$ cat src/rtl/vrs_pkg.sv
package vrs_pkg;
  typedef enum logic [1:0] {
    STEP_ROW  = 2'd0,
    STEP_HALF = 2'd1,
    STEP_QTR  = 2'd2
  } step_e;

  // pointer increment for one completed transfer, in row-address units
  function automatic int unsigned step_units(step_e k, int unsigned row_step);
    case (k)
      STEP_ROW:  return row_step;
      STEP_HALF: return row_step / 2;
      default:   return row_step / 4;
    endcase
  endfunction
endpackage

$ cat src/rtl/vrs_fill_counter.sv
module vrs_fill_counter #(
  parameter int SR_LEN = 512,
  localparam int CNT_W = $clog2(SR_LEN + 1),
  localparam int HALF_LEN = SR_LEN / 2
) (
  input  logic             clk,
  input  logic             rst_n,
  input  logic             clr,
  input  logic             shift_en,
  output logic [CNT_W-1:0] cnt,
  output logic             half_hit
);
  always_ff @(posedge clk) begin
    if (!rst_n)       cnt <= '0;
    else if (clr)     cnt <= '0;
    else if (shift_en && cnt != CNT_W'(SR_LEN)) cnt <= cnt + 1'b1;
  end

  assign half_hit = (cnt >= CNT_W'(HALF_LEN));
endmodule

$ cat src/rtl/vrs_row_tracker.sv
module vrs_row_tracker #(
  parameter int ADDR_W = 12
) (
  input  logic              clk,
  input  logic              rst_n,
  input  logic              frame_start,
  input  logic [ADDR_W-1:0] base,
  input  logic              adv,
  input  logic [ADDR_W-1:0] step,
  output logic [ADDR_W-1:0] row
);
  always_ff @(posedge clk) begin
    if (!rst_n)           row <= '0;
    else if (frame_start) row <= base;
    else if (adv)         row <= row + step;
  end
endmodule

$ cat src/rtl/vrs_req_ctl.sv
module vrs_req_ctl
  import vrs_pkg::*;
#(
  parameter int ADDR_W   = 12,
  parameter int ROW_STEP = 4
) (
  input  logic              clk,
  input  logic              rst_n,
  input  logic              frame_start,
  input  logic              line_start,
  input  logic              vblank,
  input  logic              line_mode,
  input  logic              quarter_step,
  input  logic              half_hit,
  input  logic              accept,
  input  logic [ADDR_W-1:0] row,
  output logic              req,
  output logic              split,
  output logic [ADDR_W-1:0] req_addr,
  output logic [ADDR_W-1:0] step
);
  logic  need_full, line_pend, loaded, fired;
  step_e step_q;
  step_e line_step;

  assign line_step = quarter_step ? STEP_QTR : STEP_HALF;
  assign step      = ADDR_W'(step_units(step_q, ROW_STEP));

  always_ff @(posedge clk) begin
    if (!rst_n) begin
      req       <= 1'b0;
      split     <= 1'b0;
      req_addr  <= '0;
      step_q    <= STEP_ROW;
      need_full <= 1'b0;
      line_pend <= 1'b0;
      loaded    <= 1'b0;
      fired     <= 1'b0;
    end else begin
      if (accept) begin
        req   <= 1'b0;
        fired <= 1'b0;
        if (!split) loaded <= 1'b1;
      end
      if (!req) begin
        if (need_full && vblank) begin
          req       <= 1'b1;
          split     <= 1'b0;
          req_addr  <= row;
          step_q    <= line_mode ? line_step : STEP_ROW;
          need_full <= 1'b0;
        end else if (line_mode && line_pend && !vblank) begin
          req       <= 1'b1;
          split     <= 1'b0;
          req_addr  <= row;
          step_q    <= line_step;
          line_pend <= 1'b0;
        end else if (!line_mode && loaded && !vblank && half_hit && !fired) begin
          req      <= 1'b1;
          split    <= 1'b1;
          req_addr <= row;
          step_q   <= STEP_HALF;
          fired    <= 1'b1;
        end
      end
      if (line_start && line_mode && !vblank) line_pend <= 1'b1;
      if (frame_start) begin
        need_full <= 1'b1;
        loaded    <= 1'b0;
        line_pend <= 1'b0;
      end
    end
  end
endmodule

$ cat src/rtl/vram_reload_sched.sv
module vram_reload_sched #(
  parameter int ADDR_W    = 12,
  parameter int SR_LEN    = 512,
  parameter int ROW_STEP  = 4,
  parameter int BUF1_BASE = 1024
) (
  input  logic              clk,
  input  logic              rst_n,
  input  logic              vblank,
  input  logic              hblank,
  input  logic              line_mode,
  input  logic              quarter_step,
  input  logic              disp_buf,
  input  logic              xfer_done,
  output logic              xfer_req,
  output logic              xfer_split,
  output logic [ADDR_W-1:0] xfer_addr,
  output logic              sclk_en
);
  localparam int CNT_W = $clog2(SR_LEN + 1);
  localparam logic [ADDR_W-1:0] BUF1_ROW = ADDR_W'(BUF1_BASE);

  logic              vb_q, hb_q;
  logic              frame_start, line_start, accept, half_hit;
  logic [CNT_W-1:0]  cnt;
  logic [ADDR_W-1:0] base, rp_addr, step;

  always_ff @(posedge clk) begin
    if (!rst_n) begin
      vb_q <= 1'b0;
      hb_q <= 1'b0;
    end else begin
      vb_q <= vblank;
      hb_q <= hblank;
    end
  end

  assign frame_start = vblank & ~vb_q;
  assign line_start  = hblank & ~hb_q;
  assign accept      = xfer_req & xfer_done;
  assign sclk_en     = ~hblank & ~vblank;
  assign base        = disp_buf ? BUF1_ROW : '0;

  vrs_fill_counter #(.SR_LEN(SR_LEN)) u_fill (
    .clk(clk), .rst_n(rst_n), .clr(accept), .shift_en(sclk_en),
    .cnt(cnt), .half_hit(half_hit)
  );

  vrs_row_tracker #(.ADDR_W(ADDR_W)) u_row (
    .clk(clk), .rst_n(rst_n), .frame_start(frame_start), .base(base),
    .adv(accept), .step(step), .row(rp_addr)
  );

  vrs_req_ctl #(.ADDR_W(ADDR_W), .ROW_STEP(ROW_STEP)) u_ctl (
    .clk(clk), .rst_n(rst_n), .frame_start(frame_start), .line_start(line_start),
    .vblank(vblank), .line_mode(line_mode), .quarter_step(quarter_step),
    .half_hit(half_hit), .accept(accept), .row(rp_addr),
    .req(xfer_req), .split(xfer_split), .req_addr(xfer_addr), .step(step)
  );
endmodule

$ cat config.mk
export PLATFORM = sky130hd
export DESIGN_NAME = vram_reload_sched
export DESIGN_NICKNAME = d
export VERILOG_FILES = /design/src/rtl/vrs_pkg.sv /design/src/rtl/vrs_fill_counter.sv /design/src/rtl/vrs_row_tracker.sv /design/src/rtl/vrs_req_ctl.sv /design/src/rtl/vram_reload_sched.sv
export SDC_FILE = /design/constraint.sdc
export NUM_CORES = 1
export LEC_CHECK = 0
export CORE_MARGIN = 5
export CORE_UTILIZATION = 56
export DETAILED_ROUTE_END_ITERATION = 12
export GPL_TIMING_DRIVEN = 0
export PLACE_DENSITY = 0.85
export SLEW_MARGIN = 20
export SYNTH_ARGS = -nofsm -noshare
export SYNTH_HDL_FRONTEND = slang
export SYNTH_SLANG_ARGS = --single-unit
$ cat constraint.sdc
create_clock -name clk -period 5.1 [get_ports clk]
set_clock_uncertainty 0.1 [all_clocks]
set_input_delay 1.02 -clock clk [delete_from_list [all_inputs] [get_ports clk]]
set_output_delay 1.02 -clock clk [all_outputs]
set_load 0.01 [all_outputs]
==> impl_metrics.tcl, run 1 <==
set metrics [dict create \
    status "completed" \
    cts.root.buffer_cell "clkbuf_4" \
    r2r-end "u_row.row[10]$_SDFFE_PN0P_" \
    post_cts_resized 0 \
    cts_hold_buffers 0 \
    p_comb_frac 0.092 \
    postCtsSetupBuffers 0 \
    synthArstFlopShare 0 \
    start_util 0.593 \
    die_x_um 70.1 \
    crit_start "hblank" \
    cp.required_ps 3980 \
    diodes 0 \
    gp_congestion 0.802 \
    area_growth_pct 15.0 \
    grt_pass1_wl_mm 6.87 \
    crit_end "sclk_en" \
    io_pins 23 \
    htreeDepth 2 \
    period_needed_ps 3510 \
    rrSetupSlack_ps 3160 \
    grt_pass1_vias 1539 \
    fin_nets 270 \
    drt-initial-drc-count 76 \
    grt_usage 0.172 \
    die_h_um 70.1 \
    fin_crit_sh 0.688 \
    slew_headroom 0.691 \
    drt_wl_total_mm 3.95 \
    worst_slew_pin_slew_ps 464 \
    clockPowerShare 0.278 \
    ys_ff_latch 44 \
    grt-ovfl-total 0 \
    synth_edf_count 0 \
    num_vias 1648 \
    reg2reg_depth 7 \
    hpwl_mm 2.92 \
    reg2reg_from "u_ctl.step_q[1]$_SDFFE_PN0P_" \
    power_leakage_nw 0.812 \
    rows 21 \
    cts_tree "done" \
    power.internal_mw 0.421 \
    firstDrtPassIters 4 \
    critical_path.startpoint_type "input pin" \
    syn_avg_cell_area_um2 8.84 \
    core_mm2 0.00342 \
    ant_nets 0 \
    holdWs_ps 365 \
    max-vdd-ir-drop_uv 123 \
    rsz0062_at_grt "false" \
    syn_nets 243 \
    cts_sinks 44 \
    setup_violations 0 \
    grt_max_degree 13 \
    port_buffers 20 \
    antenna_found_initial 0 \
    syn_area_mm2 0.00202 \
    clock_latency_ps 360 \
    min_path_type "reg2reg" \
    drv_slew 0 \
    seq_area_frac_synth 0.435 \
    max_cap_violations 0 \
    route.detailed.drc 0 \
    setup_tns_ps 0 \
    crit_fanout 4 \
    synth_cells 229 \
    final_cell_mix "44 x dfxtp_1, 36 x nand2_1, 27 x nor2_1, 20 x clkdlybuf4s50_1" \
    vias_per_cell 5.46 \
    critPathKind "in2out" \
    critPathArrivalTime_ps 2390 \
    drive_above_1_share 0.0586 \
    utilization 0.682 \
    synth_flop_cell "dfxtp_1" \
    hold_viol 0 \
    fp.dieArea_mm2 0.00492 \
    cts_made_buffers 5 \
    p_seq_frac 0.630 \
    yosysWarnings 0 \
    end_kind "output pin" \
    power_density_mw_per_mm2 240 \
    synth.distinct_cells 42 \
    p_sw_mw 0.138 \
    ctsLongestPathBuffers 2 \
    timing.fmax_ghz 0.285 \
    switching_share 0.247 \
    path_clk_slew_ps 110 \
    layout_commonest_cell "dfxtp_1" \
    wl_per_cell_um 13.1 \
]
## per-layer routing
metal	track usage	routed length (µm)	up-vias
met2	0.279	1820	31
met1	0.211	1890	776
li1	-	-	836
met5	0	0	-
met4	0.0574	53	0
met3	0.0631	184	5
## cell usage after synthesis (2+ instances only)
cell type   n  share of area
nand4_1     3         0.0093
a31oi_1     2         0.0062
ha_1        5          0.031
and2_1      2         0.0062
inv_1       8          0.015
clkbuf_1    8          0.015
a211oi_1    2         0.0074
nor2_1     27          0.050
nand2_1    36          0.067
dfxtp_1    44           0.44
or3_1       3         0.0093
xor2_1      7          0.030
buf_6       3          0.017
xnor2_1     8          0.035
a21oi_1    14          0.035
o21ai_0     5          0.012
nor2b_1     2         0.0062
nand3_1    13          0.032
mux2i_1    14          0.069
## worst max-delay path: stages
cell	delay, ps
clkdlybuf4s50_1	460
nor2_1	310
clkdlybuf4s50_1	600
## kinds of logic (layout without fill, tap and decap cells)
logic type	Yosys count	count (layout)	share of synthesized area
and+or+nand+nor	96	96	0.225
xor gates and xnor gates	15	15	0.0649
DFF	44	44	0.435
buffers and inverters	20	47	0.0488
muxes	14	14	0.0692
AOI/OAI and AO/OA	34	34	0.116
adders and majority gates	6	6	0.0408
## final cells by class
cell class | count | area, µm²
flip-flops and latches | 44 | 881
multi-input cells | 165 | 1040
fillers | 299 | 1090
plain buffers | 12 | 68.8
inverters | 8 | 30.0
well taps | 46 | 57.6
repair buffers | 20 | 200
clock inverters | 1 | 5.00
clock buffers | 6 | 41.3
## per-stage QoR
| stage | cell area, µm² | cells | setup slack [ps] | power (mW) |
|---|---|---|---|---|
| floorplan | 2020 | 229 | 2500 | 0.395 |
| global placement | 2280 | 295 | 1590 | 0.410 |
| detailed placement | 2280 | 295 | 1580 | 0.411 |
| CTS | 2330 | 302 | 1580 | 0.566 |
| global route | 2330 | 302 | 1530 | 0.587 |
| finish | 2330 | 302 | 1590 | 0.559 |
## how the worst min path moves through the flow
| stage | cells past startpoint | to | start | slack [ps] |
|---|---|---|---|---|
| after floorplan | 2 | u_ctl.loaded$_SDFFE_PP0P_ | u_ctl.loaded$_SDFFE_PP0P_ | 340 |
| after detailed placement | 2 | u_ctl.req_addr[3]$_SDFFE_PN0P_ | u_ctl.req_addr[3]$_SDFFE_PN0P_ | 350 |
| after global routing | 2 | u_ctl.req_addr[10]$_SDFFE_PN0P_ | u_ctl.req_addr[10]$_SDFFE_PN0P_ | 390 |
| after global placement | 2 | u_ctl.req_addr[9]$_SDFFE_PN0P_ | u_ctl.req_addr[9]$_SDFFE_PN0P_ | 340 |
| final | 2 | u_ctl.req_addr[8]$_SDFFE_PN0P_ | u_ctl.req_addr[8]$_SDFFE_PN0P_ | 360 |
| after CTS | 2 | u_ctl.req_addr[8]$_SDFFE_PN0P_ | u_ctl.req_addr[8]$_SDFFE_PN0P_ | 370 |
## sequential cells by signal, summed over array words and instances, names as in the netlist, 2 cells and up
signal / flops
u_row.row: 12
u_ctl.step_q: 2
u_fill.cnt: 10
u_ctl.req_addr: 12
## power by group through the flow
stage,Combinational (mW),Clock (mW),Sequential (mW)
3_5_place_dp,0.0512,0,0.360
2_1_floorplan,0.0353,0,0.359
6_report,0.0513,0.155,0.352
3_3_place_gp,0.0506,0,0.360
4_1_cts,0.0515,0.162,0.352
5_1_grt,0.0572,0.177,0.353
No activity file was read; power rests on OpenSTA's default activity.
==> run 2: changes to the inputs <==
CORE_UTILIZATION = 55   (was 56)
PLACE_DENSITY = 0.83   (was 0.85)
clock period = 3.4 ns   (was 5.1 ns; I/O delays follow)
==> run 2 against run 1 <==
- worst hold slack lost 4.0 ps
- total power is 78% higher
- count of clock-buffer cells in the layout is the same
- first-iteration DRC count rose by 49%
- via count up 0.49%
- clock power increased to 2.5 times the previous value
- sequential power grew 50%
- global-route usage is 0.13 points lower
- largest cell class unchanged
- highest routed layer unchanged
==> impl_metrics.tcl, run 2 (synthesis gave the netlist of run 1 again) <==
set metrics [dict create \
    cts.root.buffer_cell "clkbuf_8" \
    p_sw_mw 0.224 \
    fp.dieArea_mm2 0.00499 \
    power.internal_mw 0.773 \
    cp_slowest_cell "clkdlybuf4s50_1" \
    vias_per_cell 5.43 \
    fin_crit_sh 0.835 \
    drt_wl_total_mm 4.12 \
    switching_share 0.224 \
    port_buffers 20 \
    period_needed_ps 2840 \
    num_vias 1656 \
    area_growth_pct 18.2 \
    crit_fanout 4 \
    crit_cells 3 \
    grt_max_degree 14 \
    utilization 0.663 \
    cts_hold_buffers 0 \
    cp.required_ps 2620 \
    min_path_type "reg2reg" \
    status "completed" \
    drv_slew 0 \
    clockPowerShare 0.393 \
    die_h_um 70.7 \
    p_seq_frac 0.530 \
    reg2reg_depth 7 \
    fin_nets 270 \
    final_cell_mix "44 x dfxtp_1, 36 x nand2_1, 27 x nor2_1, 20 x clkdlybuf4s50_1" \
    die_x_um 70.7 \
    hold_depth 2 \
    end_kind "output pin" \
    ant_nets 0 \
    rrSetupSlack_ps 1430 \
    route.detailed.drc 0 \
    max_cap_violations 0 \
    antenna_found_initial 0 \
    drive_above_1_share 0.0623 \
    layout_commonest_cell "dfxtp_1" \
    crit_chain "clkdlybuf4s50_1, nor2_1, clkdlybuf4s50_1" \
    rsz0062_at_grt "false" \
    critPathArrivalTime_ps 2060 \
    r2r-end "u_row.row[4]$_SDFFE_PN0P_" \
    p_comb_frac 0.077 \
    firstDrtPassIters 4 \
    slew_headroom 0.680 \
    hold_viol 0 \
    worst_slew_pin_slew_ps 480 \
    hpwl_mm 3.00 \
    reg2reg_from "u_ctl.step_q[1]$_SDFFE_PN0P_" \
    post_cts_resized 0 \
    critPathTopFamily "buffers and inverters" \
    max-vdd-ir-drop_uv 221 \
    gp_congestion 0.830 \
    power_mw 0.996 \
    cp_common_cell "clkdlybuf4s50_1" \
    io_pins 23 \
    setup_violations 0 \
    grt-ovfl-total 0 \
    critPathBufInv 2 \
    fillers 285 \
    timing.fmax_ghz 0.352 \
    fin_ws_ps 560 \
    cts_sinks 44 \
    grt_pass1_wl_mm 6.96 \
    ctsLongestPathBuffers 2 \
    power_density_mw_per_mm2 416 \
    clock_latency_ps 300 \
    htreeDepth 2 \
    final_area_mm2 0.00239 \
    diodes 0 \
    cpPeakStageDelay_ps 610 \
    pre_cts_ws_ps 549 \
    postCtsSetupBuffers 0 \
    placed_area_mm2 0.00228 \
    top_regs "u_ctl.req_addr x12, u_row.row x12, u_fill.cnt x10" \
    setup_tns_ps 0 \
    grt_usage 0.171 \
    cts_tree "done" \
    rows 22 \
    path_clk_slew_ps 80 \
    start_util 0.561 \
    hold_path.startpoint "u_ctl.req_addr[8]$_SDFFE_PN0P_" \
    grt_pass1_vias 1543 \
    hold_path_end "u_ctl.req_addr[8]$_SDFFE_PN0P_" \
    critPathKind "in2out" \
    wl_per_cell_um 13.5 \
    power_leakage_nw 0.840 \
    core_mm2 0.00361 \
    critical_path.startpoint_type "input pin" \
    drt-initial-drc-count 113 \
    cts_made_buffers 5 \
]
run 2: per-stage QoR:
step,std cells,hold slack [ps]
2_1_floorplan,229,340
3_3_place_gp,297,342
3_5_place_dp,297,350
4_1_cts,305,361
5_1_grt,305,398
6_report,305,361
run 2: cell type report:
cell class / count / area (µm²) / area share
Sequential cell: 44 / 881 / 0.368
Timing Repair Buffer: 20 / 200 / 0.0837
Tap cell: 48 / 60.1 / 0.0251
Clock inverter: 2 / 35.0 / 0.0146
Inverter: 8 / 30.0 / 0.0126
Buffer: 12 / 68.8 / 0.0288
Clock buffer: 6 / 72.6 / 0.0303
Multi-Input combinational cell: 165 / 1040 / 0.437
run 2: worst max path at each step:
stage / startpoint / to / slack, ps
2_1_floorplan: vblank / u_ctl.step_q[0]$_SDFFE_PN0P_ / 1450
3_3_place_gp: hblank / sclk_en / 560
3_5_place_dp: hblank / sclk_en / 550
4_1_cts: hblank / sclk_en / 550
5_1_grt: hblank / sclk_en / 490
6_report: hblank / sclk_en / 560
run 2: routing by layer:
layer | wire (µm) | vias up | GRT usage | part of all wire
met2 | 1990 | 34 | 0.283 | 0.48
met5 | 0 | - | 0 | 0
met4 | 42 | 0 | 0.0480 | 0.010
met1 | 1900 | 777 | 0.222 | 0.46
li1 | - | 841 | - | -
met3 | 197 | 4 | 0.0440 | 0.048
run 2: power groups by stage:
stage,Combinational (mW),Sequential (mW),Clock [mW]
3_5_place_dp,0.0766,0.540,0
6_report,0.0770,0.528,0.391
3_3_place_gp,0.0757,0.540,0
4_1_cts,0.0773,0.528,0.396
2_1_floorplan,0.0530,0.539,0
5_1_grt,0.0841,0.529,0.411
run 2: worst reg2reg max path: cells and delay by family, from the launching register on:
family,cells,cell delay [ps]
and+or+nand+nor,2,190
DFF,1,340
xor gates and xnor gates,1,170
buffers and inverters,1,100
adders and majority gates,2,610
AOI/OAI and AO/OA,1,340
